===== src/rtl/pbr_pkg.sv =====
package pbr_pkg;

    typedef enum logic [1:0] {
        ST_IDLE = 2'd0,
        ST_HIGH = 2'd1,
        ST_LOW  = 2'd2,
        ST_LOCK = 2'd3
    } burst_state_t;

    function automatic int max3(input int a, input int b, input int c);
        int m;
        m = (a > b) ? a : b;
        return (m > c) ? m : c;
    endfunction

endpackage


===== src/rtl/pbr_sync_edge.sv =====
module pbr_sync_edge #(
    parameter int STAGES = 2
) (
    input  logic clk,
    input  logic rst,
    input  logic async_in,
    output logic rise
);
    // chain[STAGES-1] is the synchronized level, chain[STAGES] its previous value
    logic [STAGES:0] chain;

    always_ff @(posedge clk) begin
        if (rst) begin
            chain <= '0;
        end else begin
            chain <= {chain[STAGES-1:0], async_in};
        end
    end

    assign rise = chain[STAGES-1] & ~chain[STAGES];
endmodule


===== src/rtl/pbr_down_timer.sv =====
module pbr_down_timer #(
    parameter int CW = 16
) (
    input  logic          clk,
    input  logic          rst,
    input  logic          load,
    input  logic [CW-1:0] load_val,
    output logic          expired
);
    logic [CW-1:0] remain;

    always_ff @(posedge clk) begin
        if (rst) begin
            remain <= '0;
        end else if (load) begin
            remain <= load_val;
        end else if (remain != '0) begin
            remain <= remain - CW'(1);
        end
    end

    assign expired = (remain == '0);
endmodule


===== src/rtl/pbr_burst_fsm.sv =====
module pbr_burst_fsm
    import pbr_pkg::*;
#(
    parameter int HIGH_CYC  = 12160,
    parameter int LOW_CYC   = 10880,
    parameter int LOCK_CYC  = 50880,
    parameter int PULSE_CNT = 4,
    parameter int CW        = 16
) (
    input  logic          clk,
    input  logic          rst,
    input  logic          edge_seen,
    input  logic          phase_expired,
    output logic          phase_load,
    output logic [CW-1:0] phase_len,
    output logic          emit_out,
    output logic          busy_out
);
    localparam int PW = $clog2(PULSE_CNT + 1);
    localparam logic [PW-1:0] LAST_IDX = PW'(PULSE_CNT - 1);
    localparam logic [CW-1:0] HIGH_LD  = CW'(HIGH_CYC - 1);
    localparam logic [CW-1:0] LOW_LD   = CW'(LOW_CYC - 1);
    localparam logic [CW-1:0] LOCK_LD  = CW'(LOCK_CYC - 1);

    burst_state_t  cur_st, nxt_st;
    logic [PW-1:0] pulse_idx, pulse_nxt;

    // State register
    always_ff @(posedge clk) begin
        if (rst) begin
            cur_st    <= ST_IDLE;
            pulse_idx <= '0;
        end else begin
            cur_st    <= nxt_st;
            pulse_idx <= pulse_nxt;
        end
    end

    // Transitions: START, NEXT_GAP, LAST_PULSE, NEXT_PULSE, REARM
    always_comb begin
        nxt_st     = cur_st;
        pulse_nxt  = pulse_idx;
        phase_load = 1'b0;
        phase_len  = '0;
        unique case (cur_st)
            ST_IDLE: begin
                if (edge_seen) begin          // START
                    nxt_st     = ST_HIGH;
                    phase_load = 1'b1;
                    phase_len  = HIGH_LD;
                end
            end
            ST_HIGH: begin
                if (phase_expired) begin
                    phase_load = 1'b1;
                    if (pulse_idx == LAST_IDX) begin   // LAST_PULSE
                        nxt_st    = ST_LOCK;
                        phase_len = LOCK_LD;
                        pulse_nxt = '0;
                    end else begin                     // NEXT_GAP
                        nxt_st    = ST_LOW;
                        phase_len = LOW_LD;
                        pulse_nxt = pulse_idx + PW'(1);
                    end
                end
            end
            ST_LOW: begin
                if (phase_expired) begin      // NEXT_PULSE
                    nxt_st     = ST_HIGH;
                    phase_load = 1'b1;
                    phase_len  = HIGH_LD;
                end
            end
            ST_LOCK: begin
                if (phase_expired) begin      // REARM
                    nxt_st = ST_IDLE;
                end
            end
            default: nxt_st = ST_IDLE;
        endcase
    end

    // Outputs
    always_comb begin
        emit_out = (cur_st == ST_HIGH);
        busy_out = (cur_st != ST_IDLE);
    end
endmodule


===== src/rtl/pulse_burst_regen.sv =====
module pulse_burst_regen #(
    parameter int HIGH_CYC    = 12160,
    parameter int LOW_CYC     = 10880,
    parameter int LOCK_CYC    = 50880,
    parameter int PULSE_CNT   = 4,
    parameter int SYNC_STAGES = 2
) (
    input  logic clk,
    input  logic rst,
    input  logic trig_in,
    output logic emit_out,
    output logic busy_out
);
    localparam int MAX_CYC = pbr_pkg::max3(HIGH_CYC, LOW_CYC, LOCK_CYC);
    localparam int CW      = $clog2(MAX_CYC + 1);

    logic          trig_rise;
    logic          phase_load;
    logic [CW-1:0] phase_len;
    logic          phase_expired;

    pbr_sync_edge #(
        .STAGES(SYNC_STAGES)
    ) u_sync_edge (
        .clk      (clk),
        .rst      (rst),
        .async_in (trig_in),
        .rise     (trig_rise)
    );

    pbr_down_timer #(
        .CW(CW)
    ) u_timer (
        .clk      (clk),
        .rst      (rst),
        .load     (phase_load),
        .load_val (phase_len),
        .expired  (phase_expired)
    );

    pbr_burst_fsm #(
        .HIGH_CYC  (HIGH_CYC),
        .LOW_CYC   (LOW_CYC),
        .LOCK_CYC  (LOCK_CYC),
        .PULSE_CNT (PULSE_CNT),
        .CW        (CW)
    ) u_fsm (
        .clk           (clk),
        .rst           (rst),
        .edge_seen     (trig_rise),
        .phase_expired (phase_expired),
        .phase_load    (phase_load),
        .phase_len     (phase_len),
        .emit_out      (emit_out),
        .busy_out      (busy_out)
    );
endmodule


===== config.mk =====
export PLATFORM = sky130hd
export DESIGN_NAME = pulse_burst_regen
export DESIGN_NICKNAME = d
export VERILOG_FILES = /design/src/rtl/pbr_pkg.sv /design/src/rtl/pbr_sync_edge.sv /design/src/rtl/pbr_down_timer.sv /design/src/rtl/pbr_burst_fsm.sv /design/src/rtl/pulse_burst_regen.sv
export SDC_FILE = /design/constraint.sdc
export NUM_CORES = 1
export LEC_CHECK = 0
export BUFFER_PORTS_ARGS = -buffer_cell sky130_fd_sc_hd__buf_2
export CORE_MARGIN = 8
export CORE_UTILIZATION = 29
export DETAILED_ROUTE_END_ITERATION = 10
export SYNTH_ARGS = -nofsm -noshare
export SYNTH_HDL_FRONTEND = slang
export SYNTH_SLANG_ARGS = --single-unit

===== constraint.sdc =====
create_clock -name clk -period 2.8 [get_ports clk]
set_clock_uncertainty 0.05 [all_clocks]
set_input_delay 0.28 -clock clk [delete_from_list [all_inputs] [get_ports clk]]
set_output_delay 0.28 -clock clk [all_outputs]
set_load 0.02 [all_outputs]

==> flow_metrics.env, run 1 <==
export IMPL_outcome="completed"
export IMPL_avgSynthCellArea_sq_um=8.28
export IMPL_max_stage_delay_ns=0.42
export IMPL_timing_critical_path_cells="inv_1 > ha_1 > nor4b_1 > nand2_1 > or3_1 > mux2_2 > a221oi_1"
export IMPL_cts_tree="yes"
export IMPL_via_per_inst=5.22
export IMPL_ys_warns=0
export IMPL_final_layout_size_suffix_gt1_share_pct=12.2
export IMPL_synthesis_area_sq_um=1400
export IMPL_worst_slew_pin_tran_ns=0.574
export IMPL_max_freq_ghz=0.426
export IMPL_pin_count_of_the_biggest_net_entering_global_routing=14
export IMPL_cp_top_family="simple AND/OR/NAND/NOR gates"
export IMPL_arrival_ns=2.47
export IMPL_drt_drc_violations_left=0
export IMPL_detail_route_first_pass_iterations=4
export IMPL_yosysSeqAreaShare_pct=34.3
export IMPL_yosys_top_cells_area="sky130_fd_sc_hd__dfxtp_1 (34%), sky130_fd_sc_hd__ha_1 (6.3%), sky130_fd_sc_hd__nor2_1 (5.6%), sky130_fd_sc_hd__xnor2_1 (5.0%), sky130_fd_sc_hd__a21oi_1 (4.3%)"
export IMPL_initial_core_util_pct=29.8
export IMPL_fin_nets=183
export IMPL_grt_antenna_before_repair=0
export IMPL_synth_top_cell_by_area="sky130_fd_sc_hd__dfxtp_1"
export IMPL_maxCapViolCount=0
export IMPL_ir_worst_vdd_mv=0.261
export IMPL_cts_inserted_buffers=3
export IMPL_setup_total_negative_slack_ns=0
export IMPL_post_dp_hpwl_microns=2150
export IMPL_max_clock_path_buffers=2
export IMPL_avgRoutedWirePerCell_microns=13.1
export IMPL_slew_viol_final=0
export IMPL_final_cell_count_no_fill=226
export IMPL_clk_root_buffer_cell="sky130_fd_sc_hd__clkbuf_8"
export IMPL_timing_worst_setup_path_type="flop to flop"
export IMPL_finalWirelength_microns=2960
export IMPL_antenna_diode_instance_count=0
export IMPL_fp_dieH_microns=85.5
export IMPL_post_layout_minimum_cycle_time_ns=2.35
export IMPL_top_level_ports=5
export IMPL_timing_critical_path_to_type="flop"
export IMPL_gp_congestion=0.859
export IMPL_number_of_synthesized_flops_with_an_enable_pin=0
export IMPL_grt_pass1_vias=1099
export IMPL_crit_path_start_kind="flop"
export IMPL_slowest_stage="sky130_fd_sc_hd__nor4b_1"
export IMPL_finalHoldViolCount=0
export IMPL_synth_nets=179
export IMPL_cts_resized=0
export IMPL_post_synth_inst_count=169
export IMPL_row_count=25
export IMPL_cts_clk_slew_worst_paths_ns=0.08
export IMPL_clock_sinks=24
export IMPL_worstPathBufferInverterCount=1
export IMPL_critical_path_max_fanout=4
export IMPL_setup_repair_after_global_routing_missed_its_margin="false"
export IMPL_post_cts_buffers=0
export IMPL_final_global_route_overflow_total=0
export IMPL_synth_common_cells="sky130_fd_sc_hd__dfxtp_1 (24), sky130_fd_sc_hd__nor2_1 (21), sky130_fd_sc_hd__a21oi_1 (12)"
export IMPL_post_placement_cell_count=222
export IMPL_yosys_cell_types_count=38
export IMPL_async_flop_share_pct=0
export IMPL_postSynthRegisterBits=24
export IMPL_die_width_microns=85.5
export IMPL_post_layout_total_power_w=0.00169
export IMPL_fin_crit_sh_pct=83.9
export IMPL_clock_insertion_delay_worst_skew_ns=0.27
export IMPL_post_cts_hold_buffer_count=0
export IMPL_drt_antenna_violating_nets=0
export IMPL_critPathRequiredTime_ns=2.93
export IMPL_dr_first_iter_drc_count=76
export IMPL_vias=1179
export IMPL_design_die_area_sq_um=7310
export IMPL_core_sq_um=4690
export IMPL_timing_max_slew_rel_slack_pct=61.4
export IMPL_power_per_cell_area_nw_per_um2=1110
export IMPL_synth_top_area_share_pct=34.3
export IMPL_placement_io_buffers=4
export IMPL_holdCritPathClass="primary input to flop"
export IMPL_htree_levels=1
export IMPL_global_route_wire_length_before_repair_microns=5070
export IMPL_synth_most_common_cell="sky130_fd_sc_hd__dfxtp_1"
export IMPL_number_of_endpoints_failing_setup_at_the_final_stage=0
export IMPL_global_route_usage_total_pct=8.45
export IMPL_leakagePower_nw=0.599
export IMPL_areaGrowthSynthToFinish_pct=8.94
export IMPL_synth_main_ff_cell="sky130_fd_sc_hd__dfxtp_1"
==> flip-flops by register name (all words and copies together) (netlist names) <==
| name | cells |
|---|---|
| u_timer.remain | 16 |
| u_sync_edge.chain | 3 |
| u_fsm.cur_st | 2 |
| u_fsm.pulse_idx | 3 |
==> cell usage in the layout, fill, tap and decap left out, types with 6 or more instances in the layout <==
cell type	Yosys	final
sky130_fd_sc_hd__dfxtp_1	24	24
sky130_fd_sc_hd__nor2_1	21	21
sky130_fd_sc_hd__a21oi_1	12	12
sky130_fd_sc_hd__inv_1	11	11
sky130_fd_sc_hd__nand2_1	11	11
sky130_fd_sc_hd__nor3_1	11	11
sky130_fd_sc_hd__xnor2_1	8	8
sky130_fd_sc_hd__ha_1	7	7
sky130_fd_sc_hd__o21ai_0	6	6
sky130_fd_sc_hd__nor4_1	6	6
==> metrics by stage <==
stage | utilization [%] | setup WS [ns] | hold slack (ns) | area (sq um)
2_1_floorplan | - | 0.698 | 0.302 | 1400
3_3_place_gp | 31.3 | 0.524 | 0.366 | 1470
3_5_place_dp | 31.3 | 0.489 | 0.374 | 1470
4_1_cts | 32.5 | 0.460 | 0.161 | 1530
5_1_grt | 32.5 | 0.331 | 0.166 | 1530
6_report | 32.5 | 0.450 | 0.168 | 1530
==> area by class of cell <==
class	instances	area [sq um]
fillers	479	3170
multi-input cells	128	853
well taps	54	67.6
inverters	11	41.3
clock buffers	4	55.1
repair buffers	5	27.5
flip-flops and latches	24	480
==> worst paths after layout <==
path | from | to | slack [ns] | cells past startpoint
worst max-delay path | u_timer.remain[1] | u_timer.remain[10] | 0.45 | 7
worst min-delay path | trig_in | u_sync_edge.chain[0] | 0.17 | 2
worst max register to register | u_timer.remain[1] | u_timer.remain[10] | 0.45 | 7
worst min register to register | u_sync_edge.chain[0] | u_sync_edge.chain[1] | 0.39 | 1
==> kinds of logic (layout without fill, tap and decap cells) <==
family                     after synthesis  count (layout)  synth area share [%]
AOI/OAI and AO/OA                       33              33                  16.5
muxes                                    4               4                  2.95
and+or+nand+nor                         72              72                  27.7
buffers and inverters                   17              20                  4.74
xor gates and xnor gates                12              12                  7.51
DFF                                     24              24                  34.3
adders and majority gates                7               7                  6.26
==> report_power, final <==
part,switching [W],internal (W)
logic,0.000500,0.000398
clock network,0.000110,0.000126
registers,0.000117,0.000437
total,0.000727,0.000960
==> routing by layer <==
layer	track usage [%]	share of wire (%)	vias up
li1	-	-	607
met1	10.1	48	545
met2	14.4	46	22
met3	0.869	2.8	5
met4	4.78	2.4	0
met5	0	0	-
No activity file was read; power rests on OpenSTA's default activity.
==> inputs of run 2 (changes only) <==
clock period = 2.45 ns   (was 2.8 ns; I/O delays follow)
==> run 2 against run 1 <==
Effect of this change:
- first-iteration DRC count rose by 16%
- sequential share of layout area fell by 1.0 points
- via count rose by 1.4%
- maximum frequency rose by 6.9%
- die area did not move
==> flow_metrics.env, run 2 (synthesis gave the netlist of run 1 again) <==
export IMPL_clk_root_buffer_cell="sky130_fd_sc_hd__clkbuf_8"
export IMPL_max_flop_register="u_timer.remain"
export IMPL_placement_io_buffers=4
export IMPL_leakagePower_nw=0.631
export IMPL_power_per_cell_area_nw_per_um2=1280
export IMPL_avgRoutedWirePerCell_microns=13.3
export IMPL_setup_total_negative_slack_ns=0
export IMPL_timing_rr_start="u_timer.remain[1]"
export IMPL_worst_slew_pin_tran_ns=0.377
export IMPL_worstPathBufferInverterCount=2
export IMPL_post_cts_buffers=0
export IMPL_drt_antenna_violating_nets=0
export IMPL_finalWirelength_microns=3080
export IMPL_clock_sinks=24
export IMPL_most_common_library_cell_in_the_layout_ignoring_fill_and_taps="sky130_fd_sc_hd__dfxtp_1"
export IMPL_critical_path_max_fanout=6
export IMPL_max_freq_ghz=0.455
export IMPL_fillerInstances=481
export IMPL_slowest_stage="sky130_fd_sc_hd__or4b_2"
export IMPL_critPathRequiredTime_ns=2.55
export IMPL_global_route_wire_length_before_repair_microns=5280
export IMPL_htree_levels=1
export IMPL_fin_crit_sh_pct=89.7
export IMPL_cp_top_family="simple AND/OR/NAND/NOR gates"
export IMPL_dr_first_iter_drc_count=88
export IMPL_setup_repair_after_global_routing_missed_its_margin="false"
export IMPL_holdCritPathClass="primary input to flop"
export IMPL_pin_count_of_the_biggest_net_entering_global_routing=14
export IMPL_timing_critical_path_cells="inv_1 > ha_1 > or4b_2 > nor4_4 > buf_4 > o21ai_0 > a22oi_1 > nor2_1"
export IMPL_setup_worst_path_start="u_timer.remain[1]"
export IMPL_design_die_area_sq_um=7310
export IMPL_max_clock_path_buffers=2
export IMPL_core_sq_um=4690
export IMPL_arrival_ns=2.30
export IMPL_initial_core_util_pct=29.8
export IMPL_via_per_inst=5.15
export IMPL_drt_drc_violations_left=0
export IMPL_clock_insertion_delay_worst_skew_ns=0.27
export IMPL_grt_pass1_vias=1146
export IMPL_post_dp_hpwl_microns=2280
export IMPL_cts_inserted_buffers=3
export IMPL_fp_dieH_microns=85.5
export IMPL_timing_critical_path_to_type="flop"
export IMPL_hold_path_startpoint="trig_in"
export IMPL_highest_count_cells_in_the_layout_ignoring_fill_and_taps="sky130_fd_sc_hd__dfxtp_1 (24), sky130_fd_sc_hd__nor2_1 (21), sky130_fd_sc_hd__a21oi_1 (12)"
export IMPL_areaGrowthSynthToFinish_pct=12.6
export IMPL_fin_nets=189
export IMPL_row_count=25
export IMPL_maxCapViolCount=0
export IMPL_global_route_usage_total_pct=8.83
export IMPL_outcome="completed"
export IMPL_ir_worst_vdd_mv=0.324
export IMPL_crit_path_start_kind="flop"
export IMPL_cts_clk_slew_worst_paths_ns=0.09
export IMPL_gp_congestion=0.845
export IMPL_reg_largest_list="u_timer.remain: 16 flops, u_fsm.pulse_idx: 3 flops, u_sync_edge.chain: 3 flops"
export IMPL_finalHoldViolCount=0
export IMPL_timing_max_slew_rel_slack_pct=74.8
export IMPL_max_stage_delay_ns=0.63
export IMPL_final_global_route_overflow_total=0
export IMPL_holdWs_ns=0.133
export IMPL_largest_register_ffs=16
export IMPL_antenna_diode_instance_count=0
export IMPL_die_width_microns=85.5
export IMPL_vias=1195
export IMPL_timing_worst_setup_path_type="flop to flop"
export IMPL_cts_tree="yes"
export IMPL_final_layout_size_suffix_gt1_share_pct=15.7
export IMPL_detail_route_first_pass_iterations=6
export IMPL_post_layout_minimum_cycle_time_ns=2.20
export IMPL_top_level_ports=5
export IMPL_number_of_endpoints_failing_setup_at_the_final_stage=0
export IMPL_grt_antenna_before_repair=0
export IMPL_slew_viol_final=0
run 2: per-layer routing:
layer	up-vias	track usage (%)	wire, microns
met2	17	14.5	1380
met4	0	5.73	90
met1	551	10.6	1530
li1	618	-	-
met5	-	0	0
met3	9	0.965	77
run 2: per-stage QoR:
step / setup WS [ns] / util [%] / total power (W) / std cells / area, sq um
floorplan: 0.348 / - / 0.00146 / 169 / 1400
global placement: 0.254 / 32.3 / 0.00173 / 228 / 1520
detailed placement: 0.169 / 32.3 / 0.00173 / 228 / 1520
CTS: 0.143 / 33.5 / 0.00201 / 232 / 1570
global route: 0.111 / 33.6 / 0.00220 / 232 / 1580
finish: 0.253 / 33.6 / 0.00202 / 232 / 1580
run 2: path summary, 6_finish.rpt:
| path | to | slack [ns] | cells past startpoint |
|---|---|---|---|
| min reg2reg | u_sync_edge.chain[1] | 0.39 | 1 |
| min | u_sync_edge.chain[0] | 0.13 | 2 |
| max reg2reg | u_fsm.cur_st[1] | 0.25 | 8 |
| max | u_fsm.cur_st[1] | 0.25 | 8 |
run 2: layout make-up:
cell class | count | area, sq um | share of cell area [%]
clock buffers | 4 | 55.1 | 3.49
flip-flops and latches | 24 | 480 | 30.5
well taps | 54 | 67.6 | 4.29
inverters | 11 | 41.3 | 2.62
repair buffers | 11 | 72.6 | 4.60
multi-input cells | 128 | 860 | 54.5
run 2: worst register-to-register path, stage by stage, from the launching register on:
cell,delay (ns)
sky130_fd_sc_hd__dfxtp_1,0.34
sky130_fd_sc_hd__inv_1,0.11
sky130_fd_sc_hd__ha_1,0.19
sky130_fd_sc_hd__or4b_2,0.63
sky130_fd_sc_hd__nor4_4,0.22
sky130_fd_sc_hd__buf_4,0.20
sky130_fd_sc_hd__o21ai_0,0.09
sky130_fd_sc_hd__a22oi_1,0.20
sky130_fd_sc_hd__nor2_1,0.05
run 2: where the power goes:
| group | leakage [nW] | switching (W) | internal [W] | total, W |
|---|---|---|---|---|
| clock network | 0.0288 | 0.000130 | 0.000144 | 0.000274 |
| logic | 0.405 | 0.000591 | 0.000519 | 0.00111 |
| registers | 0.197 | 0.000133 | 0.000499 | 0.000632 |
| total | 0.631 | 0.000854 | 0.00116 | 0.00202 |
run 2: repair_timing:
action / 4_1_cts / 5_1_grt
gates resized for setup: 0 / 1
setup endpoints to repair: 0 / 1
hold buffers: 0 / 0
==> inputs of run 3 (changes only) <==
CAP_MARGIN = 10   (was unset)
MAX_ROUTING_LAYER = met4   (was unset)
SETUP_SLACK_MARGIN = 0.3   (was unset)
==> run 3 against run 2 <==
Effect of this change:
- critical path depth down 1
- sequential share of layout area down 0.55 points
- final area up 2.4%
- cell count unchanged
- combinational power up 5%
- worst setup slack better by 0.17 ns
- largest cell class unchanged
- total power up 3.8%
==> flow_metrics.env, run 3 (synthesis gave the netlist of run 1 again) <==
export IMPL_outcome="completed"
export IMPL_htree_levels=1
export IMPL_finalWirelength_microns=3110
export IMPL_dr_first_iter_drc_count=95
export IMPL_number_of_endpoints_failing_setup_at_the_final_stage=0
export IMPL_holdWs_ns=0.132
export IMPL_setup_total_negative_slack_ns=0
export IMPL_vias=1189
export IMPL_post_cts_buffers=0
export IMPL_die_width_microns=85.5
export IMPL_clock_insertion_delay_worst_skew_ns=0.27
export IMPL_fin_area_sq_um=1610
export IMPL_most_common_library_cell_in_the_layout_ignoring_fill_and_taps="sky130_fd_sc_hd__dfxtp_1"
export IMPL_post_dp_hpwl_microns=2280
export IMPL_largest_register_ffs=16
export IMPL_leakagePower_nw=0.636
export IMPL_maxCapViolCount=0
export IMPL_antenna_diode_instance_count=0
export IMPL_setup_repair_after_global_routing_missed_its_margin="false"
export IMPL_gp_congestion=0.858
export IMPL_ir_worst_vdd_mv=0.338
export IMPL_drt_drc_violations_left=0
export IMPL_worst_slew_pin_tran_ns=0.325
export IMPL_fin_crit_sh_pct=82.7
export IMPL_arrival_ns=2.16
export IMPL_slew_viol_final=0
export IMPL_critical_path_max_fanout=6
export IMPL_finalHoldViolCount=0
export IMPL_row_count=25
export IMPL_timing_worst_setup_path_type="flop to flop"
export IMPL_timing_hold_worst_path_depth=2
export IMPL_grt_pass1_vias=1147
export IMPL_avgRoutedWirePerCell_microns=13.4
export IMPL_highest_count_cells_in_the_layout_ignoring_fill_and_taps="sky130_fd_sc_hd__dfxtp_1 (22), sky130_fd_sc_hd__nor2_1 (21), sky130_fd_sc_hd__a21oi_1 (12), sky130_fd_sc_hd__nor3_1 (11)"
export IMPL_detail_route_first_pass_iterations=4
export IMPL_cp_num_cells=7
export IMPL_initial_core_util_pct=29.8
export IMPL_final_cell_count_no_fill=232
export IMPL_core_sq_um=4690
export IMPL_clock_sinks=24
export IMPL_grt_antenna_before_repair=0
export IMPL_max_clock_path_buffers=2
export IMPL_reg_largest_list="u_timer.remain: 16 flops, u_fsm.pulse_idx: 3 flops, u_sync_edge.chain: 3 flops"
export IMPL_post_layout_minimum_cycle_time_ns=2.03
export IMPL_max_freq_ghz=0.494
export IMPL_design_die_area_sq_um=7310
export IMPL_global_route_usage_total_pct=9.15
export IMPL_placement_io_buffers=4
export IMPL_final_layout_size_suffix_gt1_share_pct=21.3
export IMPL_fillerInstances=477
export IMPL_holdCritPathClass="primary input to flop"
export IMPL_placed_area_sq_um=1520
export IMPL_max_flop_register="u_timer.remain"
export IMPL_final_global_route_overflow_total=0
export IMPL_critPathRequiredTime_ns=2.59
export IMPL_clk_root_buffer_cell="sky130_fd_sc_hd__clkbuf_8"
export IMPL_areaGrowthSynthToFinish_pct=15.3
export IMPL_cts_inserted_buffers=3
export IMPL_cts_clk_slew_worst_paths_ns=0.09
export IMPL_global_route_wire_length_before_repair_microns=5330
export IMPL_max_stage_delay_ns=0.35
export IMPL_timing_max_slew_rel_slack_pct=78.2
export IMPL_timing_critical_path_to_type="flop"
export IMPL_ff2ff_path_depth=7
export IMPL_post_placement_cell_count=228
export IMPL_pin_count_of_the_biggest_net_entering_global_routing=14
export IMPL_cp_top_family="simple AND/OR/NAND/NOR gates"
export IMPL_slowest_stage="sky130_fd_sc_hd__dfxtp_2"
export IMPL_cts_tree="yes"
export IMPL_fin_nets=189
export IMPL_worstPathBufferInverterCount=1
export IMPL_top_level_ports=5
export IMPL_timing_critical_path_cells="inv_1 > ha_2 > nor4b_4 > nand2_2 > or3_1 > mux2_2 > a221oi_2"
export IMPL_via_per_inst=5.13
export IMPL_crit_path_start_kind="flop"
export IMPL_drt_antenna_violating_nets=0
export IMPL_fp_dieH_microns=85.5
export IMPL_power_per_cell_area_nw_per_um2=1300
## run 3: area by class of cell
| type | instances | area, sq um | area share (%) |
|---|---|---|---|
| Sequential cell | 24 | 483 | 29.9 |
| Clock buffer | 4 | 55.1 | 3.41 |
| Multi-Input combinational cell | 128 | 895 | 55.4 |
| Inverter | 11 | 41.3 | 2.56 |
| Timing Repair Buffer | 11 | 72.6 | 4.50 |
| Tap cell | 54 | 67.6 | 4.19 |
## run 3: metrics by stage
| step | setup slack [ns] | power, W | utilization (%) |
|---|---|---|---|
| 3_5_place_dp | 0.169 | 0.00173 | 32.3 |
| 3_3_place_gp | 0.254 | 0.00173 | 32.3 |
| 6_report | 0.424 | 0.00209 | 34.4 |
| 4_1_cts | 0.302 | 0.00204 | 33.8 |
| 2_1_floorplan | 0.348 | 0.00146 | - |
| 5_1_grt | 0.318 | 0.00228 | 34.4 |
## run 3: path summary, 6_finish.rpt
| check | end | slack [ns] | start |
|---|---|---|---|
| max | u_timer.remain[10] | 0.42 | u_timer.remain[0] |
| min | u_sync_edge.chain[0] | 0.13 | trig_in |
| max reg2reg | u_timer.remain[10] | 0.42 | u_timer.remain[0] |
| min reg2reg | u_sync_edge.chain[1] | 0.39 | u_sync_edge.chain[0] |
## run 3: report_power, final
part | leakage, nW | total [W] | internal [W] | switching (W)
logic | 0.409 | 0.00117 | 0.000571 | 0.000599
clock network | 0.0288 | 0.000274 | 0.000144 | 0.000131
registers | 0.198 | 0.000648 | 0.000502 | 0.000146
## run 3: routing by layer
layer  up-vias  global-route usage, %  routed length (microns)
met4         0                   5.73                       80
met5         -                      -                        0
li1        620                      -                        -
met2        18                   14.6                     1420
met3         7                  0.965                       80
met1       544                   10.8                     1540
## run 3: timing repair
| item | in CTS | in global routing |
|---|---|---|
| endpoints found under the hold margin | 0 | 0 |
| pin swaps | 1 | 1 |
| hold buffers | 0 | 0 |
| resized for setup | 5 | 8 |
| setup endpoints to repair | 6 | 20 |
